File: src/rtl/vpic_pkg.sv
package vpic_pkg;
  // Register select codes on the write port
  localparam logic [1:0] SEL_FLAGS = 2'd0;
  localparam logic [1:0] SEL_EN    = 2'd1;
  localparam logic [1:0] SEL_CTRL  = 2'd2;
  // Control register bit positions
  localparam int CTRL_GIE_BIT  = 0;
  localparam int CTRL_VSEL_BIT = 1;

  // Strobes from control to datapath
  typedef struct packed {
    logic take;     // acknowledge accepted this cycle
    logic restore;  // return-from-interrupt seen
  } ctlStrobe_t;
endpackage

File: src/rtl/vpic_ctrl.sv
module vpic_ctrl
  import vpic_pkg::*;
#(
  parameter int NUM_SRC = 8,
  localparam int IDX_W = (NUM_SRC > 1) ? $clog2(NUM_SRC) : 1
) (
  input  logic               clk,
  input  logic               rstN,
  input  logic [NUM_SRC-1:0] pending,
  input  logic               gie,
  input  logic               irqAck,
  input  logic               retStb,
  output logic               irqReq,
  output logic [IDX_W-1:0]   winIdx,
  output ctlStrobe_t         strobe
);
  // Lowest index wins: scan downward so the last hit is the smallest
  always_comb begin
    winIdx = '0;
    for (int i = NUM_SRC - 1; i >= 0; i--) begin
      if (pending[i]) winIdx = IDX_W'(i);
    end
  end

  assign irqReq         = gie && (|pending);
  assign strobe.take    = irqAck && irqReq;
  assign strobe.restore = retStb;

  // the chosen source is pending and nothing below it is
  a_r3_lowest_wins: assert property (@(posedge clk) disable iff (!rstN)
    strobe.take |-> (pending[winIdx] &&
      ((pending & ((NUM_SRC'(1) << winIdx) - NUM_SRC'(1))) == '0)));
endmodule

File: src/rtl/vpic_dp.sv
module vpic_dp
  import vpic_pkg::*;
#(
  parameter int NUM_SRC = 8,
  parameter int ADDR_W = 16,
  parameter int unsigned BOOT_BASE = 'hF000,
  localparam int IDX_W = (NUM_SRC > 1) ? $clog2(NUM_SRC) : 1
) (
  input  logic               clk,
  input  logic               rstN,
  input  logic [NUM_SRC-1:0] evtIn,
  input  logic               wrEn,
  input  logic [1:0]         wrSel,
  input  logic [NUM_SRC-1:0] wrData,
  input  ctlStrobe_t         strobe,
  input  logic [IDX_W-1:0]   winIdx,
  output logic [NUM_SRC-1:0] flagQ,
  output logic [NUM_SRC-1:0] enQ,
  output logic               gieQ,
  output logic               vselQ,
  output logic [ADDR_W-1:0]  vecQ
);
  localparam logic [ADDR_W-1:0] BASE_ALT = ADDR_W'(BOOT_BASE);

  logic wrFlags, wrEnReg, wrCtrl;
  logic [NUM_SRC-1:0] flagD;
  logic [ADDR_W-1:0]  vecD;

  assign wrFlags = wrEn && (wrSel == SEL_FLAGS);
  assign wrEnReg = wrEn && (wrSel == SEL_EN);
  assign wrCtrl  = wrEn && (wrSel == SEL_CTRL);

  // Per-flag next state: clears first, event set wins last
  for (genvar g = 0; g < NUM_SRC; g++) begin : gFlag
    always_comb begin
      flagD[g] = flagQ[g];
      if (wrFlags && wrData[g]) flagD[g] = 1'b0;
      if (strobe.take && (winIdx == IDX_W'(g))) flagD[g] = 1'b0;
      if (evtIn[g]) flagD[g] = 1'b1;
    end
  end

  // Entry index is source + 1 (reset owns index 0), entries 2 words apart
  always_comb begin
    vecD = (vselQ ? BASE_ALT : '0) + ((ADDR_W'(winIdx) + ADDR_W'(1)) << 1);
  end

  always_ff @(posedge clk or negedge rstN) begin
    if (!rstN) begin
      flagQ <= '0;
      enQ   <= '0;
      gieQ  <= 1'b0;
      vselQ <= 1'b0;
      vecQ  <= '0;
    end else begin
      flagQ <= flagD;
      if (wrEnReg) enQ <= wrData;
      if (wrCtrl) vselQ <= wrData[CTRL_VSEL_BIT];
      if (strobe.take) begin
        gieQ <= 1'b0;
        vecQ <= vecD;
      end else if (wrCtrl) begin
        gieQ <= wrData[CTRL_GIE_BIT];
      end else if (strobe.restore) begin
        gieQ <= 1'b1;
      end
    end
  end

  // an event always leaves its flag set
  a_r1_event_latched: assert property (@(posedge clk) disable iff (!rstN)
    (|evtIn) |=> ((flagQ & $past(evtIn)) == $past(evtIn)));
  // entry masks further interrupts
  a_r4_entry_masks: assert property (@(posedge clk) disable iff (!rstN)
    strobe.take |=> !gieQ);
  // serviced flag is cleared unless re-raised
  a_r4_flag_cleared: assert property (@(posedge clk) disable iff (!rstN)
    (strobe.take && !evtIn[winIdx]) |=> !flagQ[$past(winIdx)]);
  // return restores the global enable
  a_r6_return_sets: assert property (@(posedge clk) disable iff (!rstN)
    (strobe.restore && !strobe.take && !wrCtrl) |=> gieQ);
  // written ones clear flags that saw no event
  a_r8_w1c_clears: assert property (@(posedge clk) disable iff (!rstN)
    wrFlags |=> ((flagQ & $past(wrData & ~evtIn)) == '0));
  // no take means vector holds
  a_r5_vec_holds: assert property (@(posedge clk) disable iff (!rstN)
    !strobe.take |=> $stable(vecQ));
endmodule

File: src/rtl/vpic_top.sv
module vpic_top
  import vpic_pkg::*;
#(
  parameter int NUM_SRC = 8,
  parameter int ADDR_W = 16,
  parameter int unsigned BOOT_BASE = 'hF000
) (
  input  logic               clk,
  input  logic               rstN,
  input  logic [NUM_SRC-1:0] evtIn,
  input  logic               wrEn,
  input  logic [1:0]         wrSel,
  input  logic [NUM_SRC-1:0] wrData,
  input  logic               irqAck,
  input  logic               retStb,
  output logic               irqReq,
  output logic [ADDR_W-1:0]  vecAddr,
  output logic [NUM_SRC-1:0] flagOut,
  output logic [NUM_SRC-1:0] enableOut,
  output logic               gieOut,
  output logic               vecSelOut
);
  localparam int IDX_W = (NUM_SRC > 1) ? $clog2(NUM_SRC) : 1;

  ctlStrobe_t       strobe;
  logic [IDX_W-1:0] winIdx;
  logic [NUM_SRC-1:0] pending;

  assign pending = flagOut & enableOut;

  vpic_ctrl #(.NUM_SRC(NUM_SRC)) ctrl_i (
    .clk(clk), .rstN(rstN), .pending(pending), .gie(gieOut),
    .irqAck(irqAck), .retStb(retStb), .irqReq(irqReq),
    .winIdx(winIdx), .strobe(strobe)
  );

  vpic_dp #(.NUM_SRC(NUM_SRC), .ADDR_W(ADDR_W), .BOOT_BASE(BOOT_BASE)) dp_i (
    .clk(clk), .rstN(rstN), .evtIn(evtIn), .wrEn(wrEn), .wrSel(wrSel),
    .wrData(wrData), .strobe(strobe), .winIdx(winIdx), .flagQ(flagOut),
    .enQ(enableOut), .gieQ(gieOut), .vselQ(vecSelOut), .vecQ(vecAddr)
  );
endmodule

File: config.mk
export PLATFORM = sky130hd
export DESIGN_NAME = vpic_top
export DESIGN_NICKNAME = d
export VERILOG_FILES = /design/src/rtl/vpic_pkg.sv /design/src/rtl/vpic_ctrl.sv /design/src/rtl/vpic_dp.sv /design/src/rtl/vpic_top.sv
export SDC_FILE = /design/constraint.sdc
export NUM_CORES = 1
export LEC_CHECK = 0
export BUFFER_PORTS_ARGS = -buffer_cell sky130_fd_sc_hd__buf_2
export CAP_MARGIN = 0
export CORE_ASPECT_RATIO = 0.8
export CORE_MARGIN = 2
export CORE_UTILIZATION = 32
export CTS_BUF_LIST = sky130_fd_sc_hd__clkbuf_8
export DETAILED_ROUTE_END_ITERATION = 12
export PLACE_DENSITY_LB_ADDON = 0.3
export SETUP_SLACK_MARGIN = 0.1
export SYNTH_ARGS = -nofsm -noshare
export SYNTH_HDL_FRONTEND = slang
export SYNTH_HIERARCHICAL = 1
export SYNTH_SLANG_ARGS = --single-unit
export TNS_END_PERCENT = 1
File: constraint.sdc
create_clock -name clk -period 2.5 [get_ports clk]
set_input_delay 0.25 -clock clk [delete_from_list [all_inputs] [get_ports clk]]
set_output_delay 0.25 -clock clk [all_outputs]
set_load 0.02 [all_outputs]
Yosys cells after proc, flatten, opt, wreduce, memory -nomap -nowiden. Cells that the tools add are included.

Bits in read-only memories: 0. Logic and storage cells: 93. Input bits: 23. RAM bits: 0. Memories: 0. Register bits: 34. Latch bits: 0.

Muxes and demuxes: 36. Div/mod/pow operators: 0. $mul: 0. $lt $le $gt $ge: 0. Shift-type cells: 0. Eq/ne operators: 9. Bitwise logic cells: 1. Reductions and logical operators: 33. Add/sub/neg operators: 2.

Operators with widths (count): $mux 1 (27); $reduce_bool 3->1 (9); $mux 3 (8); $logic_and 1x1->1 (21); $add 16x16->16 (1); $mux 16 (1); $eq 3x3->1 const B (4); $and 8x8->8 (1); $reduce_or 8->1 (1); $eq 3x2->1 const B (2); $add 3x1->4 const B (1); $eq 3x1->1 const B (1); $logic_not 3->1 (1); $eq 2x1->1 const B (1); $eq 2x2->1 const B (1); $logic_not 2->1 (1).

Longest topological paths before layout.
Depth after elaboration: 13. Mapped depth: 8. Depth with buffers taken out: 8.

Cells and area by module. Netlist, hierarchy kept.

By module, submodules not included: vpic_dp (sequential area each 575.6 um^2, instances 1, area an instance 1209.9 um^2, cells an instance 94); vpic_ctrl (sequential area each 0.0 um^2, instances 1, area an instance 111.4 um^2, cells an instance 16); vpic_top (sequential area each 0.0 um^2, instances 1, area an instance 50.0 um^2, cells an instance 8).

Worst setup path before layout. OpenSTA, ideal clock, no wires.

Path kind: register -> register. Start: register dp_i.flagQ[4]. End: register dp_i.vecQ[2]. Arrival time: 1.936 ns. Stages on the path, launching flop included: 6. Buffers on the path: 0. Library setup time: 0.125 ns. Path slack: 0.439 ns. Period minus slack after synthesis: 2.061 ns. Path through: dfrtp_1 > and2_1 > o41ai_1 > inv_1 > ha_1 > mux2_2.

Cells in the longest elaborated chain, start to end: 8. Elaborated cells on any way between the ends: 11. Those cells by class: add/sub (2); mux (5); bitwise (1); reduce/logical (3).

Ends and longest elaborated chain: start, declared (RTL line vpic_dp.sv:17) `output logic [NUM_SRC-1:0] flagQ,`; start signal, assigned (RTL line vpic_dp.sv:56) `flagQ <= flagD;`; $and 8x8->8 (RTL line vpic_top.sv:29) `assign pending = flagOut & enableOut;`; via pending[4] (RTL line vpic_top.sv:27) `logic [NUM_SRC-1:0] pending;`; $mux 3 (5 in a row) (RTL line vpic_ctrl.sv:21) `if (pending[i]) winIdx = IDX_W'(i);`; via winIdx[0] (RTL line vpic_top.sv:26) `logic [IDX_W-1:0] winIdx;`; $add 3x1->4 (RTL line vpic_dp.sv:45) `vecD = (vselQ ? BASE_ALT : '0) + ((ADDR_W'(winIdx) + ADDR_W'(1)) << 1);`; $add 16x16->16 (RTL line vpic_dp.sv:45); via dp_i.vecD[2] (RTL line vpic_dp.sv:27) `logic [ADDR_W-1:0] vecD;`; end signal, assigned (RTL line vpic_dp.sv:61) `vecQ <= vecD;`; end, declared (RTL line vpic_dp.sv:21) `output logic [ADDR_W-1:0] vecQ`.

The timed path passes the listed nets, and every way through them passes these cells. A chain may end at the register's enable or synchronous reset.

Worst setup path after layout.
Start: register dp_i.flagQ[4]. End: register dp_i.flagQ[3].

Cells in the longest elaborated chain, start to end: 10. Elaborated cells on any way between the ends: 14. Those cells by class: eq/ne (1); mux (7); bitwise (1); reduce/logical (5).

Ends and longest elaborated chain: $and 8x8->8 (*) (RTL line vpic_top.sv:29); via pending[4] (RTL line vpic_top.sv:27); $mux 3 (*) (5 in a row) (RTL line vpic_ctrl.sv:21); via winIdx[1] (RTL line vpic_top.sv:26); $eq 3x2->1 (*) (RTL line vpic_dp.sv:38) `if (strobe.take && (winIdx == IDX_W'(g))) flagD[g] = 1'b0;`; $logic_and 1x1->1 (*) (RTL line vpic_dp.sv:38); $mux 1 (RTL line vpic_dp.sv:38); $mux 1 (RTL line vpic_dp.sv:39) `if (evtIn[g]) flagD[g] = 1'b1;`.

Mark *: on every way through the listed nets, which the timed path passes. The rest lies on a longest branch.

==> qor.csv <==
stage;metric;value;unit
run_status;status;finished, final reports clean;
detailed_routing;detail-route-antenna-nets;0;
grt;grt.total_usage;0.140;
detailed_routing;drtIter0Drc;41;
clocking;insertion_delay;260;ps
detailed_routing;wl;3210;um
logic_synthesis;yosysWarnings;6;
clocking;ctsLongestPathBuffers;2;
worst_setup_path;max_stage_delay;490;ps
timing;maxSlewViolCount;0;
worst_setup_path;crit_type;flip-flop to flip-flop;
logic_synthesis;synthMuxAreaShare;0.116;
placed_design;placement.io_buffers;49;
logic_synthesis;post_synth_inst_count;118;
layout;nFillCells;443;
worst_setup_path;end_kind;flip-flop;
clocking;h-tree-depth;1;
logic_synthesis;yosysUniqueCellTypes;29;
clocking;cts-root-buf;clkbuf_8;
placed_design;dpl_cell_area;1600;um2
die;die_x;77.2;um
logic_synthesis;postSynthAreaPerCell;11.6;um2
placed_design;place_inst;216;
layout;finalInstanceArea;1650;um2
power_and_ir_drop;switching_share;0.395;
power_and_ir_drop;power_density;789;nW/um2
layout;final_cells;221;
timing;hold_violations;0;
die;start_util;0.330;
power_and_ir_drop;switchingPower;0.515;mW
worst_setup_path;cp.required;2660;ps
grt;antenna_found_initial;0;
worst_setup_path;cp-start-kind;flip-flop;
timing;fin_worst_skew;1.46;ps
power_and_ir_drop;p_clk_frac;0.176;
worst_setup_path;cpLargestDelayFamily;compound AO/OA/AOI/OAI gates;
detailed_routing;vias;1030;
logic_synthesis;synthAdderAreaFrac;0.0547;
timing;maxSlewHeadroom;0.600;
timing;holdWs;178;ps
grt;grt_pass1_vias;1078;
grt;grt_pass1_wl;5350;um
logic_synthesis;yosys.area_share.xor_xnor;0;
worst_setup_path;crit_path_max_fanout;4;
worst_setup_path;crit_buf_inv;0;
power_and_ir_drop;power.total;1.30;mW
timing;setup_viol;0;
timing;rsz0062_at_grt;false;
worst_setup_path;arrival;2280;ps
layout;final_util;0.398;
layout;diodes;0;
logic_synthesis;ys_ff_latch;23;
logic_synthesis;synth-compound-area-share;0.0849;
min_path;hold_class;input port to flip-flop;
power_and_ir_drop;peakVddDrop;0.000471;V
logic_synthesis;synth.cell_area;1370;um2
clocking;cts_tree;built;
power_and_ir_drop;p_int;0.788;mW
grt;grt_max_degree;24;
grt;gr-total-overflow;0;
worst_setup_path;cp_cell_sequence;and2_1 > nor2_1 > o21ai_0 > a211oi_1 > ha_1 > ha_1 > nand2_1 > a31o_2;
detailed_routing;wl_per_cell;14.5;um
logic_synthesis;synth_top_family_by_area;simple AND/OR/NAND/NOR gates;
die;row_count;21;
detailed_routing;drt_pass1_iterations;4;
die;core_area;4150;um2
clocking;post_cts_buffers;0;
clocking;clk_pin_slew;80;ps
timing;fin_crit_sh;0.850;
die;io_pins;58;
power_and_ir_drop;pwr-share-seq;0.383;
clocking;clock_sinks;23;
clocking;cts_resized;0;
die;dieHeight;62.6;um
layout;drive_above_1_share;0.482;
timing;tightest_slew;600;ps
worst_setup_path;crit_top_cell;ha_1;
worst_setup_path;crit_path_top_delay_cell;a211oi_1;
power_and_ir_drop;p_comb_frac;0.441;
layout;area_delta_synth_final;20.4;%
flow_run;maxCapViolations;0;
timing;fmax;471;MHz
timing;tns;0;ps
detailed_routing;via_per_inst;4.66;
detailed_routing;drc;0;
placed_design;place_hpwl;2460;um
logic_synthesis;synth.area.top_cells;dfrtp_1 (42%), mux2_2 (9.0%), buf_4 (7.1%);
timing;finalWorstSetupSlack;376;ps
logic_synthesis;yosys.area_share.simple;0.214;
placed_design;place_congestion;0.769;
logic_synthesis;synth_top_area_frac;0.420;
logic_synthesis;synth_top_cell_by_area;dfrtp_1;
clocking;numCtsBuffers;3;
layout;nets;194;
power_and_ir_drop;leakagePower;0.742;nW
placed_design;dp_worst_setup_slack;435;ps
die;die-area;4830;um2
logic_synthesis;seq_area_frac_synth;0.420;
timing;fin_crit;2120;ps
==> power groups by stage <==
stage               registers [mW]  logic (mW)  clock network [mW]
floorplan                    0.602       0.331                   0
global placement             0.501       0.571                   0
detailed placement           0.509       0.575                   0
CTS                          0.501       0.579               0.241
global route                 0.513       0.623               0.256
finish                       0.499       0.575               0.229
==> layer usage <==
metal / vias to the layer above / share of wire / global-route usage
met5: - / 0 / 0
met4: 0 / 0.0059 / 0.0268
met3: 2 / 0.050 / 0.0347
met2: 33 / 0.46 / 0.225
met1: 503 / 0.49 / 0.193
li1: 492 / - / -
==> path summary, 6_finish.rpt <==
check | cells after the start | end | start | slack (ps)
worst min register to register | 1 | dp_i/vecQ[1] | dp_i/vecQ[1] | 510
worst min-delay path | 2 | dp_i/flagQ[4] | evtIn[4] | 180
worst max register to register | 8 | dp_i/flagQ[3] | dp_i/flagQ[4] | 380
max in group asynchronous | 2 | dp_i/flagQ[7] | rstN | 1640
min in group asynchronous | 2 | dp_i/flagQ[0] | rstN | 500
worst max-delay path | 8 | dp_i/flagQ[3] | dp_i/flagQ[4] | 380
==> layout by cell type (no fill, tap or decap), drive strengths merged, types with 2 or more instances in the layout <==
cell type	synthesis	final
dfrtp	23	23
o21bai	2	2
mux2	12	12
and2	9	9
a31o	8	8
conb	1	8
o21ai	2	2
nand2	3	3
mux2i	2	2
nor4	2	2
inv	6	7
nand4bb	8	8
ha	6	6
nor2	2	2
buf	16	50
clkbuf	0	3
and2b	2	2
nand3	3	3
nand3b	4	4
==> worst reg2reg max path: stages (launching register included) <==
cell and delay, ps:
dfrtp_1 390, and2_1 200, nor2_1 100, o21ai_0 80, a211oi_1 490, ha_1 280
ha_1 150, nand2_1 50, a31o_2 270
==> what timing repair did <==
action / in CTS / in global routing
hold endpoints to repair: 23 / 0
endpoints found under the setup margin: 0 / 0
hold buffers: 1 / 0
==> synth_stat cells (all sizes together) <==
library cell  instances
o41ai                 1
nand4bb               8
nor4                  2
a31o                  8
buf                  16
o21ai                 2
mux2i                 2
a211oi                1
and2                  9
nand3b                4
and3b                 1
nand4                 1
o21bai                2
nor2                  2
and2b                 2
inv                   6
conb                  1
and3                  1
dfrtp                23
nand2b                1
nand2                 3
mux2                 12
ha                    6
nand3                 3
a21oi                 1
==> logic make-up (layout without fill, tap and decap cells) <==
group,after synthesis,after routing
flops,23,23
compound gates,15,15
mux,14,14
simple gates,37,37
fa+ha+maj,6,6
other cells,1,8
buf+inv,22,61
==> layout make-up <==
class	count	area [um2]	area share
flip-flops and latches	23	576	0.348
multi-input cells	80	674	0.408
inverters	6	22.5	0.0136
repair buffers	51	263	0.159
well taps	57	71.3	0.0432
clock inverters	1	3.75	0.00227
clock buffers	3	41.3	0.0250
==> flip-flops by register name (all words and copies together) (netlist names) <==
name / count
dp_i/vselQ: 1
dp_i/flagQ: 8
dp_i/vecQ: 5
dp_i/enQ: 8
dp_i/gieQ: 1
No activity file was read; power rests on OpenSTA's default activity.
